<file path="config.mk">
export PLATFORM = sky130hd
export DESIGN_NAME = irq_entry_ctrl
export DESIGN_NICKNAME = d
export VERILOG_FILES = /design/src/rtl/irq_entry_pkg.sv /design/src/rtl/irq_edge_latch.sv /design/src/rtl/irq_vec_regs.sv /design/src/rtl/irq_arbiter.sv /design/src/rtl/irq_entry_seq.sv /design/src/rtl/irq_entry_ctrl.sv
export SDC_FILE = /design/constraint.sdc
export NUM_CORES = 1
export LEC_CHECK = 0
export BUFFER_PORTS_ARGS = -buffer_cell sky130_fd_sc_hd__buf_4
export CAP_MARGIN = 40
export CORE_MARGIN = 5
export CORE_UTILIZATION = 55
export DETAILED_ROUTE_END_ITERATION = 6
export PLACE_DENSITY = 0.9
export SLEW_MARGIN = 25
export SYNTH_ARGS = -nofsm -noshare
export SYNTH_HDL_FRONTEND = slang
export SYNTH_HIERARCHICAL = 1
export SYNTH_SLANG_ARGS = --single-unit
</file>
<file path="constraint.sdc">
create_clock -name clk -period 3 [get_ports clk]
set_input_delay 0.15 -clock clk [delete_from_list [all_inputs] [get_ports clk]]
set_output_delay 0.15 -clock clk [all_outputs]
set_load 0.01 [all_outputs]
</file>
<file path="src/rtl/irq_entry_pkg.sv">
package irq_entry_pkg;

    localparam int LVL_W      = 3;
    localparam int PSW_W      = 16;
    localparam int ADR_W      = 32;
    localparam int VEC_W      = 16;
    localparam int PSW_IE_BIT = 11;
    localparam int PSW_LM_LSB = 8;

    localparam logic [LVL_W-1:0] LVL_IDLE    = '1;
    localparam logic [ADR_W-1:0] VEC_BASE    = 32'h4000_0000;
    localparam logic [ADR_W-1:0] NMI_TARGET  = 32'h4000_0008;
    localparam logic [ADR_W-1:0] FRAME_BYTES = 32'd8;
    localparam logic [ADR_W-1:0] PC_SLOT     = 32'd4;

    typedef enum logic [1:0] {
        SRC_NONE,
        SRC_RST,
        SRC_NMI,
        SRC_LVL
    } src_e;

    typedef enum logic [1:0] {
        ST_IDLE,
        ST_PUSH_PC,
        ST_PUSH_PSW,
        ST_COMMIT
    } seq_st_e;

    typedef struct packed {
        logic [ADR_W-1:0] pc;
        logic [PSW_W-1:0] psw;
        logic [ADR_W-1:0] sp;
    } core_ctx_t;

    typedef struct packed {
        src_e             src;
        logic [LVL_W-1:0] lvl;
    } grant_t;

    function automatic logic [PSW_W-1:0] psw_on_entry(
        input logic [PSW_W-1:0] p,
        input logic             is_lvl,
        input logic [LVL_W-1:0] l
    );
        logic [PSW_W-1:0] r;
        r = p;
        r[PSW_IE_BIT] = 1'b0;
        if (is_lvl) r[PSW_LM_LSB +: LVL_W] = l;
        return r;
    endfunction

    function automatic logic [ADR_W-1:0] vec_target(input logic [VEC_W-1:0] off);
        return VEC_BASE + {{(ADR_W-VEC_W){1'b0}}, off};
    endfunction

endpackage

</file>
<file path="src/rtl/irq_edge_latch.sv">
module irq_edge_latch (
    input  logic clk,
    input  logic rst,
    input  logic req_i,
    input  logic clr_i,
    output logic pend_o
);
    logic prev_q;

    always_ff @(posedge clk) begin
        if (rst) begin
            prev_q <= 1'b0;
            pend_o <= 1'b0;
        end else begin
            prev_q <= req_i;
            pend_o <= (pend_o & ~clr_i) | (req_i & ~prev_q);
        end
    end
endmodule

</file>
<file path="src/rtl/irq_vec_regs.sv">
module irq_vec_regs
    import irq_entry_pkg::*;
#(
    parameter int           NUM_VEC     = 7,
    parameter int           REG_AW      = 7,
    parameter logic [15:0]  MEMCTL_VAL  = 16'h0000,
    parameter logic [15:0]  CPUMODE_VAL = 16'h0000
) (
    input  logic                     clk,
    input  logic                     rst,
    input  logic                     wr_i,
    input  logic [REG_AW-1:0]        addr_i,
    input  logic [2:0]               size_i,
    input  logic [VEC_W-1:0]         wdata_i,
    output logic [VEC_W-1:0]         rdata_o,
    output logic [NUM_VEC*VEC_W-1:0] vec_flat_o
);
    localparam logic [REG_AW-1:0] OFF_MEMCTL  = REG_AW'(32'h20);
    localparam logic [REG_AW-1:0] OFF_CPUMODE = REG_AW'(32'h40);
    localparam int                STRIDE      = 4;

    logic [VEC_W-1:0] vec_q [NUM_VEC];
    logic             wr_ok;

    assign wr_ok = wr_i && (size_i == 3'd2);

    for (genvar g = 0; g < NUM_VEC; g++) begin : g_vec
        always_ff @(posedge clk) begin
            if (rst)
                vec_q[g] <= '0;
            else if (wr_ok && addr_i == REG_AW'(g * STRIDE))
                vec_q[g] <= wdata_i;
        end
        assign vec_flat_o[g*VEC_W +: VEC_W] = vec_q[g];
    end

    always_comb begin
        rdata_o = '0;
        for (int k = 0; k < NUM_VEC; k++)
            if (addr_i == REG_AW'(k * STRIDE)) rdata_o = vec_q[k];
        if (addr_i == OFF_MEMCTL)  rdata_o = MEMCTL_VAL;
        if (addr_i == OFF_CPUMODE) rdata_o = CPUMODE_VAL;
    end
endmodule

</file>
<file path="src/rtl/irq_arbiter.sv">
module irq_arbiter
    import irq_entry_pkg::*;
(
    input  logic             rst_pend_i,
    input  logic             nmi_pend_i,
    input  logic [LVL_W-1:0] lvl_i,
    input  logic             ie_i,
    input  logic [LVL_W-1:0] mask_i,
    output grant_t           grant_o
);
    logic lvl_ok;

    assign lvl_ok = ie_i && (lvl_i != LVL_IDLE) && (lvl_i < mask_i);

    always_comb begin
        grant_o.lvl = lvl_i;
        if (rst_pend_i)      grant_o.src = SRC_RST;
        else if (nmi_pend_i) grant_o.src = SRC_NMI;
        else if (lvl_ok)     grant_o.src = SRC_LVL;
        else                 grant_o.src = SRC_NONE;
    end
endmodule

</file>
<file path="src/rtl/irq_entry_seq.sv">
module irq_entry_seq
    import irq_entry_pkg::*;
#(
    parameter int NUM_VEC = 7
) (
    input  logic                     clk,
    input  logic                     rst,
    input  grant_t                   grant_i,
    input  core_ctx_t                core_i,
    input  logic [NUM_VEC*VEC_W-1:0] vec_flat_i,
    input  logic                     mw_ready_i,
    output logic                     clr_rst_o,
    output logic                     clr_nmi_o,
    output logic                     rst_take_o,
    output logic                     mw_valid_o,
    output logic [ADR_W-1:0]         mw_addr_o,
    output logic [ADR_W-1:0]         mw_data_o,
    output logic                     mw_word_o,
    output logic                     upd_o,
    output logic [ADR_W-1:0]         pc_o,
    output logic [PSW_W-1:0]         psw_o,
    output logic [ADR_W-1:0]         sp_o,
    output logic                     ack_valid_o,
    output logic [LVL_W-1:0]         ack_level_o
);
    seq_st_e          st_q;
    core_ctx_t        ctx_q;
    logic             is_lvl_q;
    logic [LVL_W-1:0] lvl_q;
    logic [VEC_W-1:0] vec_sel;
    logic             idle;

    assign idle      = (st_q == ST_IDLE);
    assign clr_rst_o = idle && grant_i.src == SRC_RST;
    assign clr_nmi_o = idle && grant_i.src == SRC_NMI;

    always_ff @(posedge clk) begin
        if (rst) begin
            st_q       <= ST_IDLE;
            ctx_q      <= '0;
            is_lvl_q   <= 1'b0;
            lvl_q      <= LVL_IDLE;
            rst_take_o <= 1'b0;
        end else begin
            rst_take_o <= clr_rst_o;
            case (st_q)
                ST_IDLE: begin
                    if (grant_i.src == SRC_NMI || grant_i.src == SRC_LVL) begin
                        ctx_q    <= core_i;
                        is_lvl_q <= (grant_i.src == SRC_LVL);
                        lvl_q    <= grant_i.lvl;
                        st_q     <= ST_PUSH_PC;
                    end
                end
                ST_PUSH_PC:  if (mw_ready_i) st_q <= ST_PUSH_PSW;
                ST_PUSH_PSW: if (mw_ready_i) st_q <= ST_COMMIT;
                default:     st_q <= ST_IDLE;
            endcase
        end
    end

    always_comb begin
        vec_sel = '0;
        for (int k = 0; k < NUM_VEC; k++)
            if (lvl_q == LVL_W'(k)) vec_sel = vec_flat_i[k*VEC_W +: VEC_W];
    end

    always_comb begin
        mw_valid_o = 1'b0;
        mw_addr_o  = ctx_q.sp - PC_SLOT;
        mw_data_o  = ctx_q.pc;
        mw_word_o  = 1'b1;
        case (st_q)
            ST_PUSH_PC: mw_valid_o = 1'b1;
            ST_PUSH_PSW: begin
                mw_valid_o = 1'b1;
                mw_addr_o  = ctx_q.sp - FRAME_BYTES;
                mw_data_o  = {{(ADR_W-PSW_W){1'b0}}, ctx_q.psw};
                mw_word_o  = 1'b0;
            end
            default: ;
        endcase
    end

    assign upd_o       = (st_q == ST_COMMIT);
    assign pc_o        = is_lvl_q ? vec_target(vec_sel) : NMI_TARGET;
    assign psw_o       = psw_on_entry(ctx_q.psw, is_lvl_q, lvl_q);
    assign sp_o        = ctx_q.sp - FRAME_BYTES;
    assign ack_valid_o = upd_o && is_lvl_q;
    assign ack_level_o = lvl_q;
endmodule

</file>
<file path="src/rtl/irq_entry_ctrl.sv">
module irq_entry_ctrl
    import irq_entry_pkg::*;
#(
    parameter int          NUM_VEC     = 7,
    parameter int          REG_AW      = 7,
    parameter logic [15:0] MEMCTL_VAL  = 16'h0000,
    parameter logic [15:0] CPUMODE_VAL = 16'h0000
) (
    input  logic              clk,
    input  logic              rst,
    input  logic              rst_req_i,
    input  logic              nmi_i,
    input  logic [2:0]        level_i,
    input  logic [31:0]       pc_i,
    input  logic [15:0]       psw_i,
    input  logic [31:0]       sp_i,
    output logic              upd_o,
    output logic [31:0]       pc_o,
    output logic [15:0]       psw_o,
    output logic [31:0]       sp_o,
    output logic              mw_valid_o,
    input  logic              mw_ready_i,
    output logic [31:0]       mw_addr_o,
    output logic [31:0]       mw_data_o,
    output logic              mw_word_o,
    output logic              ack_valid_o,
    output logic [2:0]        ack_level_o,
    output logic              rst_take_o,
    input  logic              reg_wr_i,
    input  logic [REG_AW-1:0] reg_addr_i,
    input  logic [2:0]        reg_size_i,
    input  logic [15:0]       reg_wdata_i,
    output logic [15:0]       reg_rdata_o
);
    logic                     rst_pend, nmi_pend, clr_rst, clr_nmi;
    logic [LVL_W-1:0]         lvl_q;
    logic [NUM_VEC*VEC_W-1:0] vec_flat;
    grant_t                   grant;
    core_ctx_t                core_ctx;

    always_ff @(posedge clk) begin
        if (rst) lvl_q <= LVL_IDLE;
        else     lvl_q <= level_i;
    end

    irq_edge_latch u_rst_latch (
        .clk(clk), .rst(rst), .req_i(rst_req_i), .clr_i(clr_rst), .pend_o(rst_pend)
    );

    irq_edge_latch u_nmi_latch (
        .clk(clk), .rst(rst), .req_i(nmi_i), .clr_i(clr_nmi), .pend_o(nmi_pend)
    );

    irq_arbiter u_arb (
        .rst_pend_i(rst_pend),
        .nmi_pend_i(nmi_pend),
        .lvl_i     (lvl_q),
        .ie_i      (psw_i[PSW_IE_BIT]),
        .mask_i    (psw_i[PSW_LM_LSB +: LVL_W]),
        .grant_o   (grant)
    );

    assign core_ctx = '{pc: pc_i, psw: psw_i, sp: sp_i};

    irq_vec_regs #(
        .NUM_VEC(NUM_VEC), .REG_AW(REG_AW),
        .MEMCTL_VAL(MEMCTL_VAL), .CPUMODE_VAL(CPUMODE_VAL)
    ) u_regs (
        .clk(clk), .rst(rst), .wr_i(reg_wr_i), .addr_i(reg_addr_i),
        .size_i(reg_size_i), .wdata_i(reg_wdata_i), .rdata_o(reg_rdata_o),
        .vec_flat_o(vec_flat)
    );

    irq_entry_seq #(.NUM_VEC(NUM_VEC)) u_seq (
        .clk(clk), .rst(rst), .grant_i(grant), .core_i(core_ctx),
        .vec_flat_i(vec_flat), .mw_ready_i(mw_ready_i),
        .clr_rst_o(clr_rst), .clr_nmi_o(clr_nmi), .rst_take_o(rst_take_o),
        .mw_valid_o(mw_valid_o), .mw_addr_o(mw_addr_o), .mw_data_o(mw_data_o),
        .mw_word_o(mw_word_o), .upd_o(upd_o), .pc_o(pc_o), .psw_o(psw_o),
        .sp_o(sp_o), .ack_valid_o(ack_valid_o), .ack_level_o(ack_level_o)
    );
endmodule

</file>
==> impl_metrics.toml <==
[outcome]
status = "finished with violations"
failed_checks = "design-rule violations"

[floorplan]
die_area_um2 = 24300
die_w_um = 156
ioPinCount = 283
die_height_um = 156
row_count = 53
start_util_pct = 55.7
core-area_um2 = 21000

[logic_synthesis]
synth_ff_type = "edfxtp_1"
ys_ff_latch = 206
yosysSeqAreaShare_pct = 44.9
synthCells = 1241
syn-cell-area_um2 = 11700
yosysUniqueCellTypes = 61
synth_area_leader_cell = "edfxtp_1"
postSynthAreaPerCell_um2 = 9.41
async_flop_share_pct = 0
synth_edf_count = 112
yosysWarnings = 6
synth.area.top_cells = "edfxtp_1 29%, dfxtp_1 16%, nand2_1 6.7%"
synth_top_area_share_pct = 28.8

[power]
p_leak_nw = 6.47
peakVddDrop_mv = 0.456
p_per_area_nw_per_um2 = 737

[critical_path]
path_class = "flop to primary output"
path_cells = "or4_1 -> or4_1 -> nor3_2 -> xor2_1 -> buf_4"
critPathBufInv = 1
rrSetupSlack_ns = 0.61
crit_path_end_kind = "primary output"
crit_fanout = 8
cp.arrival_ns = 2.84
max_stage_delay_ns = 0.64
cp_slowest_cell = "or4_1"
critPathLaunchType = "flop"
r2r_end = "u_seq/ctx_q[9]"
cpLargestDelayFamily = "simple AND/OR/NAND/NOR gates"
cp.required_ns = 2.85
critPathMostFrequentCell = "or4_1"
r2r-start = "lvl_q[2]"
rr_worst_depth = 9

[drt]
vias_per_cell = 6.28
ant_nets = 0
drc_errors = 1
dr_total_vias = 11600
drtIter0Drc = 1435
wl_um = 43600
drtPass1Iterations = 7
wl_per_cell_um = 23.6

[sta]
slew_viol_final = 0
final_hold_viol_count = 0
finalSetupTns_ns = 0
fin_crit_ns = 2.99
layout_setup_ws_ns = 0.00843
tightest_slew_ns = 0.788
relSlewSlack_pct = 47.4
fin_crit_sh_pct = 99.7
hold_slack_ns = 0.0781
finalSetupViolations = 0
max_freq_mhz = 334
rsz0062_at_grt = "no"
fin_skew_ns = 0.0223

[cells_and_area]
final_common_cell = "buf_4"
layout-drive-gt1-share_pct = 27.1
fin_util_pct = 74.4
most-common-layout-cells = "299 x buf_4, 209 x nand2_1, 114 x a21oi_1, 114 x and2_1, 112 x edfxtp_1"
num-fill-cells = 1215
areaGrowthSynthToFinish_pct = 33.5
fin_nets = 1678
fin_cells = 1848

[cts]
clk_pin_slew_ns = 0.06
root_buffer = "clkbuf_16"
clock_latency_ns = 0.53
cts_tree = "yes"
cts_sinks = 206
cts_max_path_buffers = 3
cts_max_level = 1
numCtsBuffers = 24

[global_routing]
antenna_found_initial = 1
grt_max_degree = 86
track_usage_pct = 34.2
gr-total-overflow = 0
grt_pass1_vias = 11700
grt_pass1_wl_um = 65700

[placed_design]
place_inst = 1701
place_ws_ns = 0.630
io_buffers = 265
gp_congestion = 1.01
hpwl_um = 25800

[hold_path]
worstHoldPathType = "input pin to flop"
hold_depth = 4
min_to = "u_seq/st_q[1]"
hp-start = "mw_ready_i"

[job]
maxCapViolations = 0
==> synth_stat cells, types with 4 or more instances <==
cell type / n
nand3b_1: 5
buf_2: 19
and2_1: 115
buf_4: 42
nor4_1: 13
buf_6: 7
a211oi_1: 14
clkbuf_1: 57
nand2_1: 210
or4_1: 4
mux2_2: 20
xor2_1: 38
o22ai_1: 15
o21ai_1: 5
nor2b_1: 21
inv_1: 27
a221oi_1: 15
nor2_1: 54
mux2i_1: 5
o21ai_0: 62
nand2b_1: 10
nor4_4: 4
o21bai_1: 4
a21oi_1: 114
nand3_1: 6
nor3_2: 7
edfxtp_1: 112
dfxtp_1: 94
nor3_1: 19
xnor2_1: 17
ha_1: 8
mux4_2: 29
a22oi_1: 17
buf_1: 8
==> repair_timing <==
action / CTS / global route
setup endpoints to repair: 0 / 11
resized for setup: 0 / 5
hold buffers: 101 / 0
setup buffers: 0 / 1
hold endpoints to repair: 198 / 0
==> final cells by class <==
| cell class | count | area, um2 | share of cell area (%) |
|---|---|---|---|
| antenna | 1 | 2.50 | 0.0161 |
| clock buffer | 32 | 673 | 4.32 |
| clock inverter | 11 | 156 | 1.00 |
| inverter | 29 | 109 | 0.698 |
| multi-input combinational | 887 | 5670 | 36.4 |
| sequential | 206 | 5250 | 33.7 |
| tap | 275 | 344 | 2.21 |
| timing repair buffer | 407 | 3390 | 21.7 |
==> through the flow <==
stage                     instance area, um2  power, mW
after floorplan                        11700       6.09
after global placement                 13700       7.88
after detailed placement               13700       7.99
after CTS                              15500       11.2
after global routing                   15600       11.9
final                                  15600       11.5
==> metal layers <==
layer	wire length, um	GRT usage (%)	up-vias
met5	0	0	-
met2	20800	58.0	1056
met1	14000	39.0	5349
met4	3550	22.3	0
met3	5260	7.38	292
li1	-	-	4906
==> how the worst max path moves through the flow <==
stage                                from  slack (ns)              end  depth (start not counted)
after CTS                  u_seq/ctx_q[4]        0.06         sp_o[16]                          5
after detailed placement   u_seq/ctx_q[4]        0.63         sp_o[16]                          5
after global placement     u_seq/ctx_q[5]        0.71         sp_o[22]                          5
after floorplan                  lvl_q[2]        0.80  u_seq/ctx_q[20]                         10
final                     u_seq/ctx_q[19]       0.008    mw_addr_o[29]                          5
after global routing       u_seq/ctx_q[3]      0.0008         sp_o[26]                          5
==> report_power, final <==
| part | switching [mW] | internal, mW | leakage [nW] |
|---|---|---|---|
| clock network | 1.18 | 1.91 | 0.397 |
| registers | 0.304 | 3.23 | 1.83 |
| logic | 2.75 | 2.11 | 4.24 |
| total | 4.24 | 7.26 | 6.47 |
==> worst register-to-register path: cells and delay by family, from the launching register on <==
kind                       cells  cell delay, ns
DFF                            1            0.32
and+or+nand+nor                4            0.66
buffers and inverters          1            0.26
adders and majority gates      1            0.30
AOI/OAI and AO/OA              3            0.78
==> flip-flops by register name (all words and copies together), names as in the netlist, 2 cells and up <==
register	flops
u_regs/vec_q	112
u_seq/ctx_q	68
u_seq/psw_o	12
lvl_q	3
u_seq/ack_level_o	3
u_seq/st_q	2
==> kinds of logic (layout without fill, tap and decap cells) <==
kind of cell	count (synthesis)	in the layout	synth area share (%)
XOR/XNOR	55	55	4.12
AO/OA/AOI/OAI	259	259	12.9
other	2	18	0.0643
AND/OR/NAND/NOR	492	492	21.7
adder cells (fa/ha/maj)	8	8	0.857
multiplexers	56	56	8.14
buffers and inverters	163	479	7.25
flip-flops	206	206	44.9
(Power assumes the default switching activity.)
